<file path="src/rtl/nic_irq_pkg.sv">
package nic_irq_pkg;
   localparam int unsigned  DW          = 32;
   localparam int unsigned  AW          = 8;
   localparam logic [31:0]  STORED_BITS = 32'h03F1_7FFF;
   localparam int unsigned  SUM_POS     = 15;
   localparam int unsigned  SUM_LO      = 16;
   localparam int unsigned  SUM_HI      = 25;
   localparam logic [7:0]   OFS_CAUSE   = 8'h10;
   localparam logic [7:0]   OFS_MASK    = 8'h14;
   localparam logic [7:0]   OFS_ENABLE  = 8'h18;

   typedef enum logic [1:0] {
      SEL_NONE   = 2'd0,
      SEL_CAUSE  = 2'd1,
      SEL_MASK   = 2'd2,
      SEL_ENABLE = 2'd3
   } reg_sel_e;
endpackage

</file>
<file path="src/rtl/nic_irq_decode.sv">
module nic_irq_decode
   import nic_irq_pkg::*;
#(
   parameter int unsigned AW          = nic_irq_pkg::AW,
   parameter logic [AW-1:0] CAUSE_OFS  = AW'(OFS_CAUSE),
   parameter logic [AW-1:0] MASK_OFS   = AW'(OFS_MASK),
   parameter logic [AW-1:0] ENABLE_OFS = AW'(OFS_ENABLE)
) (
   input  logic          rd_i,
   input  logic          wr_i,
   input  logic [AW-1:0] addr_i,
   output reg_sel_e      sel_o,
   output logic          cause_rd_o,
   output logic          mask_wr_o,
   output logic          enable_wr_o
);
   initial begin
      assert (CAUSE_OFS != MASK_OFS && CAUSE_OFS != ENABLE_OFS && MASK_OFS != ENABLE_OFS)
         else $error("register offsets must be distinct");
   end

   always_comb begin
      sel_o = SEL_NONE;
      if (addr_i == CAUSE_OFS)       sel_o = SEL_CAUSE;
      else if (addr_i == MASK_OFS)   sel_o = SEL_MASK;
      else if (addr_i == ENABLE_OFS) sel_o = SEL_ENABLE;
   end

   assign cause_rd_o  = rd_i && (sel_o == SEL_CAUSE);
   assign mask_wr_o   = wr_i && (sel_o == SEL_MASK);
   assign enable_wr_o = wr_i && (sel_o == SEL_ENABLE);
endmodule

</file>
<file path="src/rtl/nic_irq_cause.sv">
module nic_irq_cause
   import nic_irq_pkg::*;
#(
   parameter int unsigned     DW      = nic_irq_pkg::DW,
   parameter logic [DW-1:0]   STORED  = DW'(STORED_BITS),
   parameter int unsigned     SUM_POS = nic_irq_pkg::SUM_POS,
   parameter int unsigned     SUM_LO  = nic_irq_pkg::SUM_LO,
   parameter int unsigned     SUM_HI  = nic_irq_pkg::SUM_HI
) (
   input  logic          clk,
   input  logic          rst_n,
   input  logic [DW-1:0] evt_i,
   input  logic          clr_i,
   output logic [DW-1:0] view_o
);
   localparam int unsigned SUM_W = SUM_HI - SUM_LO + 1;

   initial begin
      assert (SUM_LO <= SUM_HI && SUM_HI < DW && SUM_POS < DW)
         else $error("summary range outside the register");
      assert (STORED[SUM_POS] == 1'b0)
         else $error("summary bit must not be a stored bit");
      assert (SUM_W >= 1)
         else $error("summary range is empty");
   end

   logic [DW-1:0] cause_q;
   logic [DW-1:0] evt_kept;
   logic          summary;

   assign evt_kept = evt_i & STORED;

   for (genvar b = 0; b < DW; b++) begin : g_bit
      if (STORED[b]) begin : g_flop
         logic bit_q;
         always_ff @(posedge clk) begin
            if (!rst_n) bit_q <= 1'b0;
            else        bit_q <= (bit_q & ~clr_i) | evt_i[b];
         end
         assign cause_q[b] = bit_q;
      end else begin : g_tie
         assign cause_q[b] = 1'b0;
      end
   end

   assign summary = |cause_q[SUM_HI:SUM_LO];
   assign view_o  = cause_q | (DW'(summary) << SUM_POS);

   AST_READ_EMPTIES: assert property (@(posedge clk) disable iff (!rst_n)
      (clr_i && evt_kept == '0) |=> (cause_q == '0)) else $error("read did not clear");
   AST_EVENT_KEPT: assert property (@(posedge clk) disable iff (!rst_n)
      (evt_kept != '0) |=> ((cause_q & $past(evt_kept)) == $past(evt_kept))) else $error("event lost");
   AST_CAUSE_HOLDS: assert property (@(posedge clk) disable iff (!rst_n)
      (!clr_i && evt_kept == '0) |=> $stable(cause_q)) else $error("cause changed idle");
endmodule

</file>
<file path="src/rtl/nic_irq_ctl.sv">
module nic_irq_ctl
   import nic_irq_pkg::*;
#(
   parameter int unsigned   DW       = nic_irq_pkg::DW,
   parameter logic [DW-1:0] MASKABLE = DW'(STORED_BITS) | (DW'(1) << SUM_POS)
) (
   input  logic          clk,
   input  logic          rst_n,
   input  logic          mask_wr_i,
   input  logic          enable_wr_i,
   input  logic [DW-1:0] wdata_i,
   output logic [DW-1:0] mask_o,
   output logic          enable_o
);
   always_ff @(posedge clk) begin
      if (!rst_n) begin
         mask_o   <= '0;
         enable_o <= 1'b0;
      end else begin
         if (mask_wr_i)   mask_o   <= wdata_i & MASKABLE;
         if (enable_wr_i) enable_o <= wdata_i[0];
      end
   end
endmodule

</file>
<file path="src/rtl/nic_irq_out.sv">
module nic_irq_out #(
   parameter int unsigned DW      = 32,
   parameter bit          OUT_REG = 1'b1
) (
   input  logic          clk,
   input  logic          rst_n,
   input  logic [DW-1:0] cause_i,
   input  logic [DW-1:0] mask_i,
   input  logic          enable_i,
   output logic          irq_o
);
   logic pending;
   assign pending = enable_i && ((cause_i & mask_i) != '0);

   if (OUT_REG) begin : g_reg
      always_ff @(posedge clk) begin
         if (!rst_n) irq_o <= 1'b0;
         else        irq_o <= pending;
      end
      AST_IRQ_NEEDS_ENABLE: assert property (@(posedge clk) disable iff (!rst_n)
         irq_o |-> $past(enable_i)) else $error("irq without enable");
   end else begin : g_comb
      assign irq_o = pending;
   end
endmodule

</file>
<file path="src/rtl/nic_irq_ctrl.sv">
module nic_irq_ctrl
   import nic_irq_pkg::*;
#(
   parameter int unsigned DW      = nic_irq_pkg::DW,
   parameter int unsigned AW      = nic_irq_pkg::AW,
   parameter bit          OUT_REG = 1'b1
) (
   input  logic          clk,
   input  logic          rst_n,
   input  logic [DW-1:0] evt_i,
   input  logic          rd_i,
   input  logic          wr_i,
   input  logic [AW-1:0] addr_i,
   input  logic [DW-1:0] wdata_i,
   output logic [DW-1:0] rdata_o,
   output logic          irq_o
);
   initial begin
      assert (DW == 32) else $error("cause layout needs a 32-bit word");
      assert (AW >= 5)  else $error("address too narrow for offsets");
   end

   reg_sel_e      sel;
   logic          cause_rd, mask_wr, enable_wr;
   logic [DW-1:0] cause_view, mask_q;
   logic          enable_q;

   nic_irq_decode #(.AW(AW)) u_dec (
      .rd_i(rd_i), .wr_i(wr_i), .addr_i(addr_i), .sel_o(sel),
      .cause_rd_o(cause_rd), .mask_wr_o(mask_wr), .enable_wr_o(enable_wr)
   );

   nic_irq_cause #(.DW(DW)) u_cause (
      .clk(clk), .rst_n(rst_n), .evt_i(evt_i), .clr_i(cause_rd), .view_o(cause_view)
   );

   nic_irq_ctl #(.DW(DW)) u_ctl (
      .clk(clk), .rst_n(rst_n), .mask_wr_i(mask_wr), .enable_wr_i(enable_wr),
      .wdata_i(wdata_i), .mask_o(mask_q), .enable_o(enable_q)
   );

   nic_irq_out #(.DW(DW), .OUT_REG(OUT_REG)) u_out (
      .clk(clk), .rst_n(rst_n), .cause_i(cause_view), .mask_i(mask_q),
      .enable_i(enable_q), .irq_o(irq_o)
   );

   always_comb begin
      rdata_o = '0;
      if (rd_i) begin
         unique case (sel)
            SEL_CAUSE:  rdata_o = cause_view;
            SEL_MASK:   rdata_o = mask_q;
            SEL_ENABLE: rdata_o = DW'(enable_q);
            default:    rdata_o = '0;
         endcase
      end
   end

   AST_IDLE_BUS_ZERO: assert property (@(posedge clk) disable iff (!rst_n)
      !rd_i |-> (rdata_o == '0)) else $error("data without read");
endmodule

</file>
<file path="config.mk">
export PLATFORM = sky130hd
export DESIGN_NAME = nic_irq_ctrl
export DESIGN_NICKNAME = d
export VERILOG_FILES = /design/src/rtl/nic_irq_pkg.sv /design/src/rtl/nic_irq_decode.sv /design/src/rtl/nic_irq_cause.sv /design/src/rtl/nic_irq_ctl.sv /design/src/rtl/nic_irq_out.sv /design/src/rtl/nic_irq_ctrl.sv
export SDC_FILE = /design/constraint.sdc
export NUM_CORES = 1
export LEC_CHECK = 0
export ABC_CLOCK_PERIOD_IN_PS = 3200
export BUFFER_PORTS_ARGS = -buffer_cell sky130_fd_sc_hd__buf_2
export CAP_MARGIN = 20
export CORE_MARGIN = 4
export CORE_UTILIZATION = 40
export CTS_CLUSTER_DIAMETER = 150
export DETAILED_ROUTE_END_ITERATION = 7
export PLACE_DENSITY = 0.62
export SYNTH_ARGS = -nofsm -noshare
export SYNTH_HDL_FRONTEND = slang
export SYNTH_HIERARCHICAL = 1
export SYNTH_SLANG_ARGS = --single-unit
</file>
<file path="constraint.sdc">
create_clock -name clk -period 3.2 [get_ports clk]
set_input_delay 0.32 -clock clk [delete_from_list [all_inputs] [get_ports clk]]
set_output_delay 0.32 -clock clk [all_outputs]
set_load 0.1 [all_outputs]
</file>
==> After elaboration in Yosys (flattened, before gate mapping) <==
Index checks and enable logic that the tools add are counted.
{ "totals": {"output_inout_bits": 33, "ff_bits": 47, "in_bits": 76, "word_cells": 89} }
{ "classes": {"n_mux": 5, "n_reduce_logical": 6, "bitwise": 47, "eq_ne": 6} }
{ "op_table": {"columns": ["op", "count"], "rows": [
  ["$pmux W32 S3", 1],
  ["$mux W32", 1],
  ["$reduce_bool A32 Y1", 1],
  ["$and A26 B26 Y26", 1],
  ["$or A26 B16 Y26", 1],
  ["$eq A8 B5 Y1 const B", 3],
  ["$and A1 B1 Y1", 22],
  ["$or A1 B1 Y1", 22],
  ["$reduce_or A7 Y1", 1],
  ["$mux W2", 3],
  ["$eq A2 B2 Y1 const B", 2],
  ["$logic_and A1 B1 Y1", 4],
  ["$eq A2 B1 Y1 const B", 1],
  ["$not A1 Y1", 1]
]} }

==> Depth between registers and ports, before layout <==
{ "depth": {"word_depth": 9, "depth_mapped": 6, "mapped_depth_nobuf": 5} }

==> Hierarchy <==
Netlist, hierarchy kept.
{ "modules_own_cells": {"columns": ["mod", "seq_area_each_um2", "area_per_inst_um2", "n_inst", "cells_each"], "rows": [
  ["nic_irq_cause", 440.4, 1027.2, 1, 106],
  ["nic_irq_ctl", 480.5, 1001.0, 1, 87],
  ["nic_irq_ctrl", 0.0, 798.3, 1, 114],
  ["nic_irq_out", 20.0, 203.9, 1, 21],
  ["nic_irq_decode", 0.0, 71.3, 1, 11]
]} }

==> Worst setup path after synthesis <==
Ideal clock, no wire load.
{ "synth_path": {"path_kind": "in2out", "from": "input addr_i[5]", "to": "output rdata_o[1]", "arrival_time_ns": 3.036, "n_path_buf": 2, "setup_slack_ns": -0.156, "t_required_ns": 2.880, "path_stages": 6, "path_cell_list": "or4b_4 -> nor4_1 -> buf_6 -> buf_4 -> nand3b_1 -> a21oi_1"} }
{ "synth_between": {"elab_chain_cells": 7, "word_cells_on_any_way": 11, "cone_classes": "6 x eq/ne; 5 x mux"} }
{ "synth_rtl": {"columns": ["element", "line", "text"], "rows": [
  ["start, declared", "nic_irq_ctrl.sv:13", "input logic [AW-1:0] addr_i,"],
  ["$eq A8 B5 Y1", "nic_irq_decode.sv:26", "else if (addr_i == ENABLE_OFS) sel_o = SEL_ENABLE;"],
  ["$mux W2", "nic_irq_decode.sv:26", null],
  ["$mux W2", "nic_irq_decode.sv:25", "else if (addr_i == MASK_OFS) sel_o = SEL_MASK;"],
  ["$mux W2 *", "nic_irq_decode.sv:24", "if (addr_i == CAUSE_OFS) sel_o = SEL_CAUSE;"],
  ["net sel[1]", "nic_irq_ctrl.sv:23", "reg_sel_e sel;"],
  ["$eq A2 B2 Y1 or $eq A2 B1 Y1 (tied branches)", "nic_irq_ctrl.sv:50", "unique case (sel)"],
  ["$pmux W32 S3 *", "nic_irq_ctrl.sv:50", null],
  ["$mux W32 *", "nic_irq_ctrl.sv:49", "if (rd_i) begin"],
  ["end, declared", "nic_irq_ctrl.sv:15", "output logic [DW-1:0] rdata_o,"]
]} }
The timed path passes the listed nets; every way through them passes the cells marked *.

==> Final worst setup path <==
{ "layout_path": {"from": "input addr_i[5]", "to": "output rdata_o[0]"} }
The elaborated chain is that of the path after synthesis.

==> results by group <==
Hold path
  – Hold wc startpoint: evt_i[24]
  – Hold EP: u_cause/g_bit[24].g_flop.bit_q$_SDFF_PN0_
  – Min-Delay Path Class: primary input to flop
  – Hold path depth: 2

Clock tree
  – Clk slew on worst S/H paths: 0.09 ns
  – CTS tree: yes
  – Clk buf depth: 2
  – H-tree Lvls: 2
  – Clock root cell: clkbuf_8
  – Post-CTS setup buffers: 0
  – # hold bufs at CTS: 0
  – Clock Latency Late Sink: 0.30 ns
  – TritonCTS Buffers: 5
  – CTS Sinks: 47
  – Post-CTS Resized: 0

Global routing
  – Grt total ovfl: 0
  – Met1 usage: 24.38%
  – Largest net degree at the start of global routing: 65
  – Met3 GRT Util: 3.675%
  – GR Layer Usage met2: 25.65%
  – GRT Total Usage: 17.04%
  – Initial antenna violation count: 0
  – First-pass GRT wire length: 11780 um
  – Top Usage Layer GRT: met2
  – Vias in the first global route: 2211

Setup path
  – Worst EP arrival: 2.29 ns
  – Crit-path max FO: 64
  – R2R cell count: 5
  – Slowest cell on crit path: or4b_4
  – CP peak stage delay: 0.58 ns
  – R2R Setup Slk: 1.69 ns
  – Critical Path RT: 2.88 ns
  – Buf+Inv Stages, Crit Path: 3
  – Reg2Reg Launch Point: u_cause/g_bit[24].g_flop.bit_q$_SDFF_PN0_
  – Startpoint Class: primary input
  – CP dominant cell by count: buf_12
  – Critical path type: primary input to output pin
  – Crit Reg-Reg Endpoint: u_out/irq_o$_SDFF_PN0_
  – CP Capture Type: output pin
  – CP Cell Sequence: buf_2 -> or4b_4 -> nor4_2 -> buf_12 -> mux2i_1 -> a211oi_2 -> buf_12
  – Largest delay share family, worst path: simple AND/OR/NAND/NOR gates

Synth
  – Synth area leader: dfxtp_1
  – Post-synthesis async set-or-reset flop share: 0%
  – Register area share after synthesis: 30.33%
  – Most numerous cell in the Yosys netlist: nand3b_1
  – Post-synth EDFFs: 0
  – Synthesis Warnings: 6
  – Distinct cells, synth: 27
  – Mapped Area: 3102 sq um
  – Mapped Cells: 339
  – Syn_area_per_cell: 9.150 sq um
  – Yosys top cell area share: 30.33%
  – Top_reg_cell synth: dfxtp_1
  – Leading cell types by count after synthesis: nand3b_1 (63), buf_4 (49), dfxtp_1 (47)
  – Area contributors post-synth: dfxtp_1 (30%), nand3b_1 (15%), buf_4 (12%)
  – Synthesis-stage register bit count: 47

Routing
  – DR WL/cell: 16.31 um
  – Starting DRT DRC Count: 122
  – Antenna-violating nets left: 0
  – Routed wire length: 7827 um
  – Via count: 2453
  – Via-per-instance ratio: 5.110
  – Router iterations before antenna repair: 4
  – # DRC: 0

Floorplanning
  – Starting Density: 41.87%
  – Standard-cell row count: 31
  – I/O pins: 109
  – DIE AREA: 9228 sq um
  – Core area: 7408 sq um
  – Die Y-Extent: 96.06 um
  – Die Wd: 96.06 um

STA
  – Pins Over Slew Limit: 9
  – Setup TNS: 0 ns
  – Final setup fails: 0
  – Setup WS post-layout: 0.5887 ns
  – Period utilisation layout: 81.60%
  – Clock Skew: 0.005269 ns
  – Min cycle time layout: 2.611 ns
  – Final Hold Vio Count: 0
  – Slew HR: -38.10%
  – Worst slew pin tran: 2.078 ns
  – Fmax achieved: 0.3829 GHz
  – RSZ-0062 raised after global routing: false

Cells and area
  – P&R area growth vs syn: 21.38%
  – Area occupied by multi-input gates: 1784 sq um
  – Layout cells sized above 1: 32.55%
  – # fillers: 717
  – Diode count: 0
  – Seq. cell area: 940.9 sq um
  – Final std cells w/o fill: 480
  – Final nets: 456

Status
  – Failing checks: slew limit
  – Status: complete, but fails checks

Power
  – Overall Power: 1.148 mW
  – VDD IR-drop max: 165.7 uV
  – Power density over cell area: 305.0 nW/um^2
  – Static leakage: 1.275 nW

Placed design
  – Port buffer count: 80
  – Placer Congestion: 0.8776
  – Placement Setup Slack: 0.5897 ns
  – DP Cell Count: 472
  – DP Wirelength: 5760 um

Job
  – Maxcap violations: 0
==> power breakdown <==
part | internal, mW | leakage [nW] | switching, mW | total, mW
Combinational | 0.0643 | 0.837 | 0.0670 | 0.131
Sequential | 0.605 | 0.386 | 0.0194 | 0.624
Clock | 0.197 | 0.0515 | 0.195 | 0.393
Total | 0.867 | 1.27 | 0.282 | 1.15
==> layout by cell type (no fill, tap or decap) <==
cell | Yosys | layout
a22oi_1 | 8 | 8
xnor2_1 | 1 | 1
or3_1 | 1 | 1
a21oi_2 | 0 | 22
clkbuf_1 | 2 | 1
nor2_4 | 0 | 1
nand3b_1 | 63 | 63
buf_12 | 2 | 25
a221oi_2 | 4 | 4
buf_4 | 49 | 3
nor2b_1 | 46 | 46
mux2i_1 | 25 | 25
buf_2 | 2 | 57
inv_1 | 2 | 2
o21a_1 | 22 | 22
nor3_1 | 2 | 2
conb_1 | 2 | 18
a211oi_2 | 1 | 1
or4b_4 | 1 | 1
a21oi_1 | 32 | 10
o311a_1 | 1 | 1
dfxtp_1 | 47 | 47
nor4_1 | 4 | 1
clkbuf_8 | 0 | 7
nor4_2 | 0 | 3
nand2_1 | 2 | 2
nand4_1 | 3 | 3
a22o_1 | 4 | 4
==> worst max-delay path by stage <==
| stage | start | end | slack, ns | depth (start not counted) |
|---|---|---|---|---|
| final | addr_i[5] | rdata_o[0] | 0.59 | 7 |
| after global routing | addr_i[5] | rdata_o[0] | 0.45 | 7 |
| after CTS | addr_i[5] | rdata_o[0] | 0.58 | 7 |
| after detailed placement | addr_i[5] | rdata_o[0] | 0.59 | 7 |
| after global placement | addr_i[5] | rdata_o[0] | 0.61 | 7 |
| after floorplan | addr_i[5] | rdata_o[0] | 0.08 | 6 |
==> metal layers <==
metal,vias to the layer above,wire (um)
met5,-,0
li1,1218,-
met3,9,637
met2,80,3470
met4,0,119
met1,1146,3600
==> through the flow <==
stage	hold WS (ns)	cell area, sq um	util [%]
after floorplan	0.4375	3244	-
after global placement	0.4797	3665	49.47
after detailed placement	0.4780	3665	49.47
after CTS	0.2143	3765	50.82
after global routing	0.2238	3765	50.82
final	0.2238	3765	50.82
==> state kept, by name (all words and copies together) (netlist names) <==
| name | flops |
|---|---|
| u_ctl/enable_o | 1 |
| u_ctl/mask_o | 23 |
| u_out/irq_o | 1 |
| u_cause/g_bit.g_flop.bit_q | 22 |
==> logic make-up after synthesis <==
family	share of synthesized area, %
flip-flops	30.33
multiplexers	8.068
buffers and inverters	17.59
AND/OR/NAND/NOR	27.27
other	0.2421
AO/OA/AOI/OAI	16.22
XOR/XNOR	0.2824
==> area by class of cell <==
cell class | count | area share, %
Tap cell | 99 | 3.290
Multi-Input combinational cell | 239 | 47.39
Sequential cell | 47 | 24.99
Timing Repair Buffer | 85 | 21.47
Inverter | 2 | 0.1994
Clock buffer | 8 | 2.659
No activity file was read; power rests on OpenSTA's default activity.
